[config.mk]
export PLATFORM = sky130hd
export DESIGN_NAME = cmd_regctl
export DESIGN_NICKNAME = d
export VERILOG_FILES = /design/src/rtl/cmd_regctl_pkg.sv /design/src/rtl/cmd_seq.sv /design/src/rtl/res_shadow.sv /design/src/rtl/cmd_regbank.sv /design/src/rtl/cmd_regctl.sv
export SDC_FILE = /design/constraint.sdc
export NUM_CORES = 1
export LEC_CHECK = 0
export ABC_AREA = 1
export BUFFER_PORTS_ARGS = -buffer_cell sky130_fd_sc_hd__clkbuf_2
export CORE_ASPECT_RATIO = 0.5
export CORE_MARGIN = 10
export CORE_UTILIZATION = 51
export CTS_CLUSTER_SIZE = 28
export DETAILED_ROUTE_END_ITERATION = 6
export PLACE_DENSITY = 0.85
export SYNTH_ARGS = -nofsm -noshare
export SYNTH_HDL_FRONTEND = slang
export SYNTH_HIERARCHICAL = 1
export SYNTH_SLANG_ARGS = --single-unit
[constraint.sdc]
create_clock -name clk -period 1.8 [get_ports clk]
set_input_delay 0.18 -clock clk [delete_from_list [all_inputs] [get_ports clk]]
set_output_delay 0.18 -clock clk [all_outputs]
set_load 0.01 [all_outputs]
[src/rtl/cmd_regctl_pkg.sv]
package cmd_regctl_pkg;

    localparam int BYTE_W = 8;
    localparam int ADR_W  = 5;

    typedef enum logic [1:0] {
        ACC_REPEAT  = 2'b00,
        ACC_INCR    = 2'b01,
        ACC_RSVD    = 2'b10,
        ACC_SPECIAL = 2'b11
    } acc_mode_e;

    typedef enum logic [1:0] {
        ST_CMD_WAIT = 2'b00,
        ST_STREAM   = 2'b01,
        ST_HOLD     = 2'b10
    } seq_state_e;

    localparam logic [ADR_W-1:0] A_ENABLE   = 5'h00;
    localparam logic [ADR_W-1:0] A_ITIME    = 5'h01;
    localparam logic [ADR_W-1:0] A_WTIME    = 5'h03;
    localparam logic [ADR_W-1:0] A_LTHR_LO  = 5'h04;
    localparam logic [ADR_W-1:0] A_LTHR_HI  = 5'h05;
    localparam logic [ADR_W-1:0] A_HTHR_LO  = 5'h06;
    localparam logic [ADR_W-1:0] A_HTHR_HI  = 5'h07;
    localparam logic [ADR_W-1:0] A_PERSIST  = 5'h0C;
    localparam logic [ADR_W-1:0] A_WLONG    = 5'h0D;
    localparam logic [ADR_W-1:0] A_GAIN     = 5'h0F;
    localparam logic [ADR_W-1:0] A_IDENT    = 5'h12;
    localparam logic [ADR_W-1:0] A_STATUS   = 5'h13;
    localparam logic [ADR_W-1:0] A_RES_BASE = 5'h14;

    localparam logic [ADR_W-1:0] FN_NOP     = 5'h00;
    localparam logic [ADR_W-1:0] FN_IRQ_CLR = 5'h06;

endpackage

[src/rtl/cmd_seq.sv]
module cmd_seq
    import cmd_regctl_pkg::*;
(
    input  logic              clk,
    input  logic              rst_n,
    input  logic              txn_start,
    input  logic              wr_stb,
    input  logic [BYTE_W-1:0] wr_byte,
    input  logic              rd_stb,
    output logic              data_we,
    output logic              irq_clr,
    output logic [ADR_W-1:0]  ptr
);

    seq_state_e state_q, state_cur, state_nxt;
    acc_mode_e  mode_q;
    acc_mode_e  cmd_type;
    logic [ADR_W-1:0] cmd_field;
    logic is_cmd;
    logic reg_cmd;
    logic step;

    // a start in the same cycle as a byte makes that byte the first one
    always_comb begin
        state_cur = txn_start ? ST_CMD_WAIT : state_q;
        cmd_type  = acc_mode_e'(wr_byte[6:5]);
        cmd_field = wr_byte[ADR_W-1:0];
        is_cmd    = wr_stb && (state_cur == ST_CMD_WAIT) && wr_byte[BYTE_W-1];
        reg_cmd   = is_cmd && ((cmd_type == ACC_REPEAT) || (cmd_type == ACC_INCR));
    end

    // next-state logic
    always_comb begin
        state_nxt = state_cur;
        unique case (state_cur)
            ST_CMD_WAIT: begin
                if (wr_stb) begin
                    if (!wr_byte[BYTE_W-1] || reg_cmd)
                        state_nxt = ST_STREAM;
                    else
                        state_nxt = ST_HOLD;
                end
            end
            ST_STREAM: state_nxt = ST_STREAM;
            ST_HOLD:   state_nxt = ST_HOLD;
            default:   state_nxt = ST_CMD_WAIT;
        endcase
    end

    // state register
    always_ff @(posedge clk or negedge rst_n) begin
        if (!rst_n)
            state_q <= ST_CMD_WAIT;
        else
            state_q <= state_nxt;
    end

    // outputs
    always_comb begin
        data_we = wr_stb && !is_cmd && (state_cur != ST_HOLD);
        irq_clr = is_cmd && (cmd_type == ACC_SPECIAL) && (cmd_field == FN_IRQ_CLR);
        step    = (data_we || rd_stb) && (mode_q == ACC_INCR);
    end

    // address pointer and access mode persist across transactions
    always_ff @(posedge clk or negedge rst_n) begin
        if (!rst_n) begin
            ptr    <= '0;
            mode_q <= ACC_REPEAT;
        end else if (reg_cmd) begin
            ptr    <= cmd_field;
            mode_q <= cmd_type;
        end else if (step) begin
            ptr    <= ptr + 1'b1;
        end
    end

endmodule

[src/rtl/res_shadow.sv]
module res_shadow
    import cmd_regctl_pkg::*;
#(
    parameter int CHAN_N = 4
)(
    input  logic                       clk,
    input  logic                       rst_n,
    input  logic                       conv_done,
    input  logic [CHAN_N*2*BYTE_W-1:0] conv_result,
    input  logic                       rd_stb,
    input  logic [ADR_W-1:0]           addr,
    output logic [BYTE_W-1:0]          res_byte
);

    localparam int RES_W = 2 * BYTE_W;

    logic [CHAN_N-1:0][BYTE_W-1:0] lo_sel;
    logic [CHAN_N-1:0][BYTE_W-1:0] hi_sel;

    for (genvar ch = 0; ch < CHAN_N; ch++) begin : g_chan
        localparam logic [ADR_W-1:0] LO_A = ADR_W'(int'(A_RES_BASE) + 2*ch);
        localparam logic [ADR_W-1:0] HI_A = ADR_W'(int'(A_RES_BASE) + 2*ch + 1);

        logic [RES_W-1:0]  res_q;
        logic [BYTE_W-1:0] shadow_q;

        always_ff @(posedge clk or negedge rst_n) begin
            if (!rst_n)
                res_q <= '0;
            else if (conv_done)
                res_q <= conv_result[ch*RES_W +: RES_W];
        end

        // the high byte paired with the low byte being returned
        always_ff @(posedge clk or negedge rst_n) begin
            if (!rst_n)
                shadow_q <= '0;
            else if (rd_stb && (addr == LO_A))
                shadow_q <= res_q[RES_W-1:BYTE_W];
        end

        assign lo_sel[ch] = (addr == LO_A) ? res_q[BYTE_W-1:0] : '0;
        assign hi_sel[ch] = (addr == HI_A) ? shadow_q : '0;
    end

    always_comb begin
        res_byte = '0;
        for (int ch = 0; ch < CHAN_N; ch++)
            res_byte = res_byte | lo_sel[ch] | hi_sel[ch];
    end

endmodule

[src/rtl/cmd_regbank.sv]
module cmd_regbank
    import cmd_regctl_pkg::*;
#(
    parameter logic [BYTE_W-1:0] DEV_ID = 8'hA4
)(
    input  logic              clk,
    input  logic              rst_n,
    input  logic              we,
    input  logic [ADR_W-1:0]  addr,
    input  logic [BYTE_W-1:0] wdata,
    input  logic              rd_stb,
    input  logic [BYTE_W-1:0] res_byte,
    input  logic              conv_done,
    input  logic              event_set,
    input  logic              irq_clr,
    output logic [BYTE_W-1:0] rd_byte,
    output logic              cfg_power_on,
    output logic              cfg_conv_en,
    output logic              cfg_wait_en,
    output logic              cfg_irq_en,
    output logic [BYTE_W-1:0] cfg_int_time,
    output logic [BYTE_W-1:0] cfg_wait_time,
    output logic              cfg_wait_long,
    output logic [2*BYTE_W-1:0] cfg_low_thr,
    output logic [2*BYTE_W-1:0] cfg_high_thr,
    output logic [3:0]        cfg_persist,
    output logic [1:0]        cfg_gain,
    output logic              irq
);

    logic valid_q;
    logic pend_q;
    logic [BYTE_W-1:0] rd_val;

    always_ff @(posedge clk or negedge rst_n) begin
        if (!rst_n) begin
            cfg_power_on  <= 1'b0;
            cfg_conv_en   <= 1'b0;
            cfg_wait_en   <= 1'b0;
            cfg_irq_en    <= 1'b0;
            cfg_int_time  <= '1;
            cfg_wait_time <= '1;
            cfg_wait_long <= 1'b0;
            cfg_low_thr   <= '0;
            cfg_high_thr  <= '0;
            cfg_persist   <= '0;
            cfg_gain      <= '0;
        end else if (we) begin
            case (addr)
                A_ENABLE: begin
                    cfg_irq_en   <= wdata[4];
                    cfg_wait_en  <= wdata[3];
                    cfg_conv_en  <= wdata[1];
                    cfg_power_on <= wdata[0];
                end
                A_ITIME:   cfg_int_time  <= wdata;
                A_WTIME:   cfg_wait_time <= wdata;
                A_LTHR_LO: cfg_low_thr[BYTE_W-1:0]         <= wdata;
                A_LTHR_HI: cfg_low_thr[2*BYTE_W-1:BYTE_W]  <= wdata;
                A_HTHR_LO: cfg_high_thr[BYTE_W-1:0]        <= wdata;
                A_HTHR_HI: cfg_high_thr[2*BYTE_W-1:BYTE_W] <= wdata;
                A_PERSIST: cfg_persist   <= wdata[3:0];
                A_WLONG:   cfg_wait_long <= wdata[1];
                A_GAIN:    cfg_gain      <= wdata[1:0];
                default: ;
            endcase
        end
    end

    // status flags: a new event wins over a clear in the same cycle
    always_ff @(posedge clk or negedge rst_n) begin
        if (!rst_n) begin
            valid_q <= 1'b0;
            pend_q  <= 1'b0;
        end else begin
            if (conv_done)
                valid_q <= 1'b1;
            if (event_set)
                pend_q <= 1'b1;
            else if (irq_clr)
                pend_q <= 1'b0;
        end
    end

    assign irq = pend_q & cfg_irq_en;

    always_comb begin
        case (addr)
            A_ENABLE:  rd_val = {3'b000, cfg_irq_en, cfg_wait_en, 1'b0, cfg_conv_en, cfg_power_on};
            A_ITIME:   rd_val = cfg_int_time;
            A_WTIME:   rd_val = cfg_wait_time;
            A_LTHR_LO: rd_val = cfg_low_thr[BYTE_W-1:0];
            A_LTHR_HI: rd_val = cfg_low_thr[2*BYTE_W-1:BYTE_W];
            A_HTHR_LO: rd_val = cfg_high_thr[BYTE_W-1:0];
            A_HTHR_HI: rd_val = cfg_high_thr[2*BYTE_W-1:BYTE_W];
            A_PERSIST: rd_val = {4'b0000, cfg_persist};
            A_WLONG:   rd_val = {6'b000000, cfg_wait_long, 1'b0};
            A_GAIN:    rd_val = {6'b000000, cfg_gain};
            A_IDENT:   rd_val = DEV_ID;
            A_STATUS:  rd_val = {3'b000, pend_q, 3'b000, valid_q};
            default:   rd_val = res_byte;
        endcase
    end

    always_ff @(posedge clk or negedge rst_n) begin
        if (!rst_n)
            rd_byte <= '0;
        else if (rd_stb)
            rd_byte <= rd_val;
    end

endmodule

[src/rtl/cmd_regctl.sv]
module cmd_regctl
    import cmd_regctl_pkg::*;
#(
    parameter int                CHAN_N = 4,
    parameter logic [BYTE_W-1:0] DEV_ID = 8'hA4
)(
    input  logic                       clk,
    input  logic                       rst_n,
    input  logic                       txn_start,
    input  logic                       wr_stb,
    input  logic [7:0]                 wr_byte,
    input  logic                       rd_stb,
    output logic [7:0]                 rd_byte,
    input  logic                       conv_done,
    input  logic [CHAN_N*16-1:0]       conv_result,
    input  logic                       event_set,
    output logic                       cfg_power_on,
    output logic                       cfg_conv_en,
    output logic                       cfg_wait_en,
    output logic                       cfg_irq_en,
    output logic [7:0]                 cfg_int_time,
    output logic [7:0]                 cfg_wait_time,
    output logic                       cfg_wait_long,
    output logic [15:0]                cfg_low_thr,
    output logic [15:0]                cfg_high_thr,
    output logic [3:0]                 cfg_persist,
    output logic [1:0]                 cfg_gain,
    output logic                       irq
);

    logic              data_we;
    logic              irq_clr;
    logic [ADR_W-1:0]  cur_addr;
    logic [BYTE_W-1:0] res_byte;

    cmd_seq i_seq (
        .clk       (clk),
        .rst_n     (rst_n),
        .txn_start (txn_start),
        .wr_stb    (wr_stb),
        .wr_byte   (wr_byte),
        .rd_stb    (rd_stb),
        .data_we   (data_we),
        .irq_clr   (irq_clr),
        .ptr       (cur_addr)
    );

    res_shadow #(.CHAN_N(CHAN_N)) i_res (
        .clk         (clk),
        .rst_n       (rst_n),
        .conv_done   (conv_done),
        .conv_result (conv_result),
        .rd_stb      (rd_stb),
        .addr        (cur_addr),
        .res_byte    (res_byte)
    );

    cmd_regbank #(.DEV_ID(DEV_ID)) i_bank (
        .clk           (clk),
        .rst_n         (rst_n),
        .we            (data_we),
        .addr          (cur_addr),
        .wdata         (wr_byte),
        .rd_stb        (rd_stb),
        .res_byte      (res_byte),
        .conv_done     (conv_done),
        .event_set     (event_set),
        .irq_clr       (irq_clr),
        .rd_byte       (rd_byte),
        .cfg_power_on  (cfg_power_on),
        .cfg_conv_en   (cfg_conv_en),
        .cfg_wait_en   (cfg_wait_en),
        .cfg_irq_en    (cfg_irq_en),
        .cfg_int_time  (cfg_int_time),
        .cfg_wait_time (cfg_wait_time),
        .cfg_wait_long (cfg_wait_long),
        .cfg_low_thr   (cfg_low_thr),
        .cfg_high_thr  (cfg_high_thr),
        .cfg_persist   (cfg_persist),
        .cfg_gain      (cfg_gain),
        .irq           (irq)
    );

endmodule

==> flow_metrics.tcl, run 1 <==
set metrics [dict create \
    syn_inst 947 \
    clock_skew_ps 15.0 \
    antenna_found_initial 2 \
    grt_max_degree 66 \
    netlist_area_sq_mm 0.00841 \
    grt_use_total 0.229 \
    max_slew_margin 0.619 \
    drtIter0Drc 714 \
    grt_pass1_vias 7706 \
    ys_ff_latch 174 \
    timing.setup.tns_ps 0 \
    port_buffers 146 \
    synth-main-ff-cell "dfrtp_1" \
    async_reset_ff_frac 1.00 \
    die_w_um 202 \
    final_cells 1410 \
    start_kind "register" \
    dieArea_sq_mm 0.0223 \
    syn2layout_area_growth_pct 28.2 \
    fin_area_sq_mm 0.0108 \
    rsz0062_at_grt "no" \
    synth_top_area_frac 0.470 \
    cts_sinks 174 \
    worstSetupEndpointType "register" \
    cts_root_buffer "clkbuf_16" \
    place_area_sq_mm 0.00952 \
    gp_congestion 0.934 \
    synth_area_leaders "dfrtp_1 (47%), nand2_1 (14%), dfstp_2 (5.0%), o21ai_2 (5.0%), nand3_1 (4.5%)" \
    h-tree-depth 4 \
    synth_edf_count 0 \
    clk_pin_slew_ps 70 \
    drv_slew 0 \
    setup_violations 0 \
    cts_tree "yes" \
    cts_buffers 17 \
    ant_nets 0 \
    vias 7622 \
    hold_viol_final 1 \
    synth_cell_type_count 34 \
    synth.cells.most_frequent "nand2_1 (325), dfrtp_1 (158), nand3_1 (76)" \
    grt_pass1_wl_um 41400 \
    post-route-period-util 0.959 \
    p_per_area_mw_per_mm2 1450 \
    cellLeakagePower_uw 0.00548 \
    dp.cells 1317 \
    routed_wl_um 25500 \
    violations "hold timing" \
    drtPass1Iterations 5 \
    crit_arrival_ps 2090 \
    holdWs_ps -2.97 \
    cp_max_fo 9 \
    yosysMostFrequentCell "nand2_1" \
    drive_gt1_frac 0.311 \
    ys.warnings.count 6 \
    cts_setup_buffers 0 \
    maxCapViolCount 0 \
    run_status "complete, but fails checks" \
    drcViolationCount 0 \
    wire_per_inst_um 18.1 \
    yosys.area.top_type "dfrtp_1" \
    io-pin-count 147 \
    clk_path_buf_depth 2 \
    synth_nets 1027 \
    grt_overflow 0 \
    hold_class "in -> reg" \
    synth_seq_area_share 0.520 \
    critPathRequiredTime_ps 2170 \
    initial_core_util 0.517 \
    max_freq_ghz 0.579 \
    via_per_inst 5.41 \
    dp_hpwl_um 17800 \
    fin_crit_ps 1730 \
    ir_worst_vdd_v 0.000934 \
    critPathKind "reg -> reg" \
    std_cell_rows 33 \
    syn_area_per_cell_sq_um 8.89 \
    core-area_sq_mm 0.0163 \
    die_h_um 111 \
    worst_pin_slew_ps 572 \
    num-nets-final 1249 \
    worstSkewPairLatency_ps 430 \
]
## logic make-up after synthesis
logic type                 Yosys count  share of synthesized area
AOI/OAI and AO/OA                  128                     0.0984
xor gates and xnor gates             3                    0.00312
adders and majority gates            1                    0.00149
buffers and inverters              105                     0.0601
DFF                                174                      0.520
muxes                               32                     0.0428
and+or+nand+nor                    504                      0.274
## critical path, stage by stage, from the launching register on
cell and delay, ps:
dfrtp_2 460, buf_4 170, inv_2 50, nand2_2 50
buf_4 170, nor2_4 220, nand2_1 70, and3_1 240
nand3_1 120, nand2_1 60, nand2_1 50
## area by class of cell
cell class	instances	area, sq um
clock buffer	18	439
tap	227	284
timing repair buffer	234	1660
clock inverter	13	178
multi-input combinational	668	3570
antenna	2	5.00
inverter	74	278
fill	1268	5480
sequential	174	4380
## metrics by stage
step | total power, uW | hold slack (ps) | util | setup WS (ps)
6_report | 15600 | -2.97 | 0.663 | 73.6
5_1_grt | 16500 | 1.58 | 0.663 | 6.15
4_1_cts | 15400 | 0.755 | 0.660 | 10.6
3_5_place_dp | 11400 | 191 | 0.585 | 24.6
3_3_place_gp | 11200 | 180 | 0.585 | 33.8
2_1_floorplan | 9160 | -116 | - | 97.8
## state kept, by name, summed over array words and instances, names as in the netlist
| signal | count |
|---|---|
| i_bank/pend_q | 1 |
| i_res/g_chan.res_q | 64 |
| i_res/g_chan.shadow_q | 32 |
| i_bank/cfg_gain | 2 |
| i_bank/valid_q | 1 |
| i_seq/ptr | 5 |
| i_bank/cfg_low_thr | 16 |
| i_bank/cfg_high_thr | 16 |
| i_bank/cfg_power_on | 1 |
| i_seq/state_q | 2 |
| i_seq/mode_q | 2 |
| i_bank/cfg_conv_en | 1 |
| i_bank/cfg_wait_time | 8 |
| i_bank/cfg_wait_long | 1 |
| i_bank/cfg_persist | 4 |
| i_bank/cfg_wait_en | 1 |
| i_bank/cfg_int_time | 8 |
| i_bank/rd_byte | 8 |
| i_bank/cfg_irq_en | 1 |
## metal layers
metal / share of wire / track usage / up-vias
met3: 0.069 / 0.0397 / 60
met2: 0.48 / 0.383 / 365
met4: 0.025 / 0.0777 / 0
li1: - / - / 3527
met5: 0 / 0 / -
met1: 0.42 / 0.293 / 3670
## timing repair
item                                   4_1_cts  5_1_grt
resized for setup                            0       15
endpoints found under the hold margin      106        0
hold buffers                                60        0
setup endpoints to repair                    0       41
## power by group
| group | internal [uW] | total [uW] | switching (uW) |
|---|---|---|---|
| sequential | 5160 | 6210 | 1050 |
| combinational | 2080 | 5490 | 3420 |
| clock | 2250 | 3900 | 1650 |
## cell usage in the layout (no fill, tap or decap), types with 8 or more instances in the layout
cell type	instances
buf_12	8
buf_4	18
clkbuf_16	17
clkbuf_2	144
dfrtp_1	154
dfstp_2	16
dlygate4sd3_1	60
inv_1	64
inv_2	8
mux2_2	32
nand2_1	324
nand2_2	16
nand3_1	75
nand4_1	14
nor2_1	34
nor2_2	8
nor2_4	15
o21ai_0	66
o21ai_1	11
o21ai_2	48
## path summary, 6_finish.rpt
| kind | startpoint | end | slack, ps | cells after the start |
|---|---|---|---|---|
| max in group asynchronous | rst_n | i_bank/cfg_int_time[2] | 800 | 3 |
| min | conv_result[3] | i_res/g_chan[0].res_q[3] | -3 | 2 |
| min in group asynchronous | rst_n | i_res/g_chan[3].res_q[12] | 290 | 2 |
| min reg2reg | i_seq/mode_q[1] | i_seq/mode_q[1] | 480 | 2 |
| max | i_seq/ptr[3] | i_bank/rd_byte[5] | 70 | 10 |
| max reg2reg | i_seq/ptr[3] | i_bank/rd_byte[5] | 70 | 10 |
Note: power is estimated with default switching activity, not from simulation.
==> run 2: changes to the inputs <==
--- a/config.mk
+++ b/config.mk
@@ -12,6 +12,7 @@
 export CORE_UTILIZATION = 51
 export CTS_CLUSTER_SIZE = 28
 export DETAILED_ROUTE_END_ITERATION = 6
+export GPL_TIMING_DRIVEN = 0
 export PLACE_DENSITY = 0.85
 export SYNTH_ARGS = -nofsm -noshare
 export SYNTH_HDL_FRONTEND = slang
==> run 2 against run 1 <==
Net effect:
- the run ends with setup timing left
- sequential cell count stayed put
- register-to-register slack worse by 110 ps
- critical path depth is 1 higher
- via count is 3.1% higher
- hold slack better by 11 ps
==> flow_metrics.tcl, run 2 (synthesis gave the netlist of run 1 again) <==
set metrics [dict create \
    slowest_delay_ps 510 \
    ir_worst_vdd_v 0.000871 \
    h-tree-depth 4 \
    worstSkewPairLatency_ps 420 \
    setup_violations 2 \
    max_freq_ghz 0.545 \
    largest_register_ffs 64 \
    hold_viol_final 0 \
    run_status "complete, but fails checks" \
    port_buffers 146 \
    clock_skew_ps 12.6 \
    grt_use_total 0.228 \
    critPathRequiredTime_ps 2110 \
    die_w_um 202 \
    clk_pin_slew_ps 70 \
    drtPass1Iterations 5 \
    regMostFlops "i_res/g_chan.res_q" \
    cellLeakagePower_uw 0.00562 \
    initial_core_util 0.517 \
    largest_registers "i_res/g_chan.res_q: 64 flops, i_res/g_chan.shadow_q: 32 flops" \
    clk_path_buf_depth 2 \
    rsz0062_at_grt "yes" \
    worstPathCellList "buf_12 > nand2_8 > clkinvlp_4 > nand3_1 > nand2_1 > nor2_1 > nand2_1 > nand3_1 > nand2_1 > nand2_1 > nand2_1" \
    ant_nets 0 \
    p_sw_uw 6410 \
    hold_class "in -> reg" \
    layout_common_cells "nand2_1 (309), dfrtp_1 (153), clkbuf_2 (145)" \
    maxCapViolCount 0 \
    preCtsSetupSlack_ps -367 \
    switching_share 0.392 \
    routed_wl_um 26500 \
    grt_overflow 0 \
    max_slew_margin 0.639 \
    core-area_sq_mm 0.0163 \
    cp_max_fo 8 \
    postLayoutSetupSlackWorst_ps -34.6 \
    num-nets-final 1274 \
    mostFrequentLayoutCell "nand2_1" \
    dieArea_sq_mm 0.0223 \
    seqPwrFrac 0.378 \
    std_cell_rows 33 \
    pwr-share-comb 0.375 \
    drv_slew 0 \
    p_clk_frac 0.247 \
    grt_pass1_vias 7919 \
    total_power_uw 16400 \
    worstSetupEndpointType "register" \
    cts_root_buffer "clkbuf_16" \
    violations "setup timing" \
    drive_gt1_frac 0.357 \
    antenna_found_initial 0 \
    cpMaxStageDelayCell "dfrtp_4" \
    dp_hpwl_um 17600 \
    post-route-period-util 1.02 \
    cpMostUsedCell "nand2_1" \
    start_kind "register" \
    worst_pin_slew_ps 542 \
    p_int_uw 9950 \
    grt_max_degree 110 \
    cts_sinks 174 \
    fin_crit_ps 1830 \
    crit_arrival_ps 2150 \
    grt_pass1_wl_um 41400 \
    critPathKind "reg -> reg" \
    via_per_inst 5.48 \
    p_per_area_mw_per_mm2 1470 \
    timing.setup.tns_ps -44.9 \
    gp_congestion 0.920 \
    cts_buffers 17 \
    wire_per_inst_um 18.5 \
    drcViolationCount 0 \
    n_antenna_cell 0 \
    syn2layout_area_growth_pct 32.0 \
    drtIter0Drc 695 \
    vias 7861 \
    cts_tree "yes" \
    io-pin-count 147 \
    die_h_um 111 \
]
run 2: cell types whose count changed in the layout (fill, tap and decap cells not counted), moves of 7 or more:
cell           delta
buf_6            +14
nor2_4            +7
dlygate4sd3_1     -9
buf_12            -7
nand2_2          +10
buf_2             +7
nor2_1            -8
nand2_1          -15
buf_4             +8
run 2: per-stage QoR:
step           instances   util  cell area (sq um)  hold WS, ps
3_5_place_dp        1321  0.582               9470          206
2_1_floorplan        947      -               8410         -116
6_report            1434  0.683              11100         7.94
5_1_grt             1434  0.683              11100         2.85
3_3_place_gp        1320  0.580               9430          379
4_1_cts             1415  0.661              10700         1.09
run 2: final cells by class:
type                       instances  area (sq um)
buffer                            30           239
clock buffer                      19           443
clock inverter                    13           203
fill                            1198          5160
inverter                          74           287
multi-input combinational        671          3750
sequential                       174          4380
tap                              227           284
timing repair buffer             226          1520
run 2: critical path: cells and delay by family, from the launching register on:
kind / cells / cell delay [ps]
buffers and inverters: 2 / 340
flip-flops: 1 / 510
AND/OR/NAND/NOR: 9 / 860
run 2: power groups by stage:
stage                     registers, uW  logic, uW  clock network (uW)
after floorplan                    6280       2880                   0
after global placement             6230       4700                   0
after detailed placement           6280       4880                   0
after CTS                          6190       5310                4070
after global routing               6290       6700                4260
final                              6180       6140                4040
run 2: worst paths after layout:
| check | start | endpoint | slack, ps | cells after the start |
|---|---|---|---|---|
| min reg2reg | i_seq/mode_q[1] | i_seq/mode_q[1] | 480 | 2 |
| max | i_seq/ptr[0] | i_bank/rd_byte[7] | -30 | 11 |
| max reg2reg | i_seq/ptr[0] | i_bank/rd_byte[7] | -30 | 11 |
| max in group asynchronous | rst_n | i_bank/cfg_wait_time[5] | 580 | 3 |
| min | conv_result[19] | i_res/g_chan[1].res_q[3] | 8 | 2 |
| min in group asynchronous | rst_n | i_res/g_chan[2].res_q[8] | 310 | 2 |
run 2: timing repair:
action	4_1_cts	5_1_grt
resized for setup	16	63
hold buffers	50	1
buffers inserted	11	17
endpoints found under the hold margin	102	1
cloned	1	2
setup endpoints to repair	40	38
pin swaps	4	25
run 2: layer usage:
| layer | part of all wire | wire (um) | vias up | global-route usage |
|---|---|---|---|---|
| met5 | 0 | 0 | - | 0 |
| met4 | 0.040 | 1050 | 0 | 0.0981 |
| met3 | 0.071 | 1880 | 89 | 0.0449 |
| met2 | 0.49 | 12900 | 380 | 0.385 |
| met1 | 0.40 | 10600 | 3828 | 0.280 |
| li1 | - | - | 3564 | - |
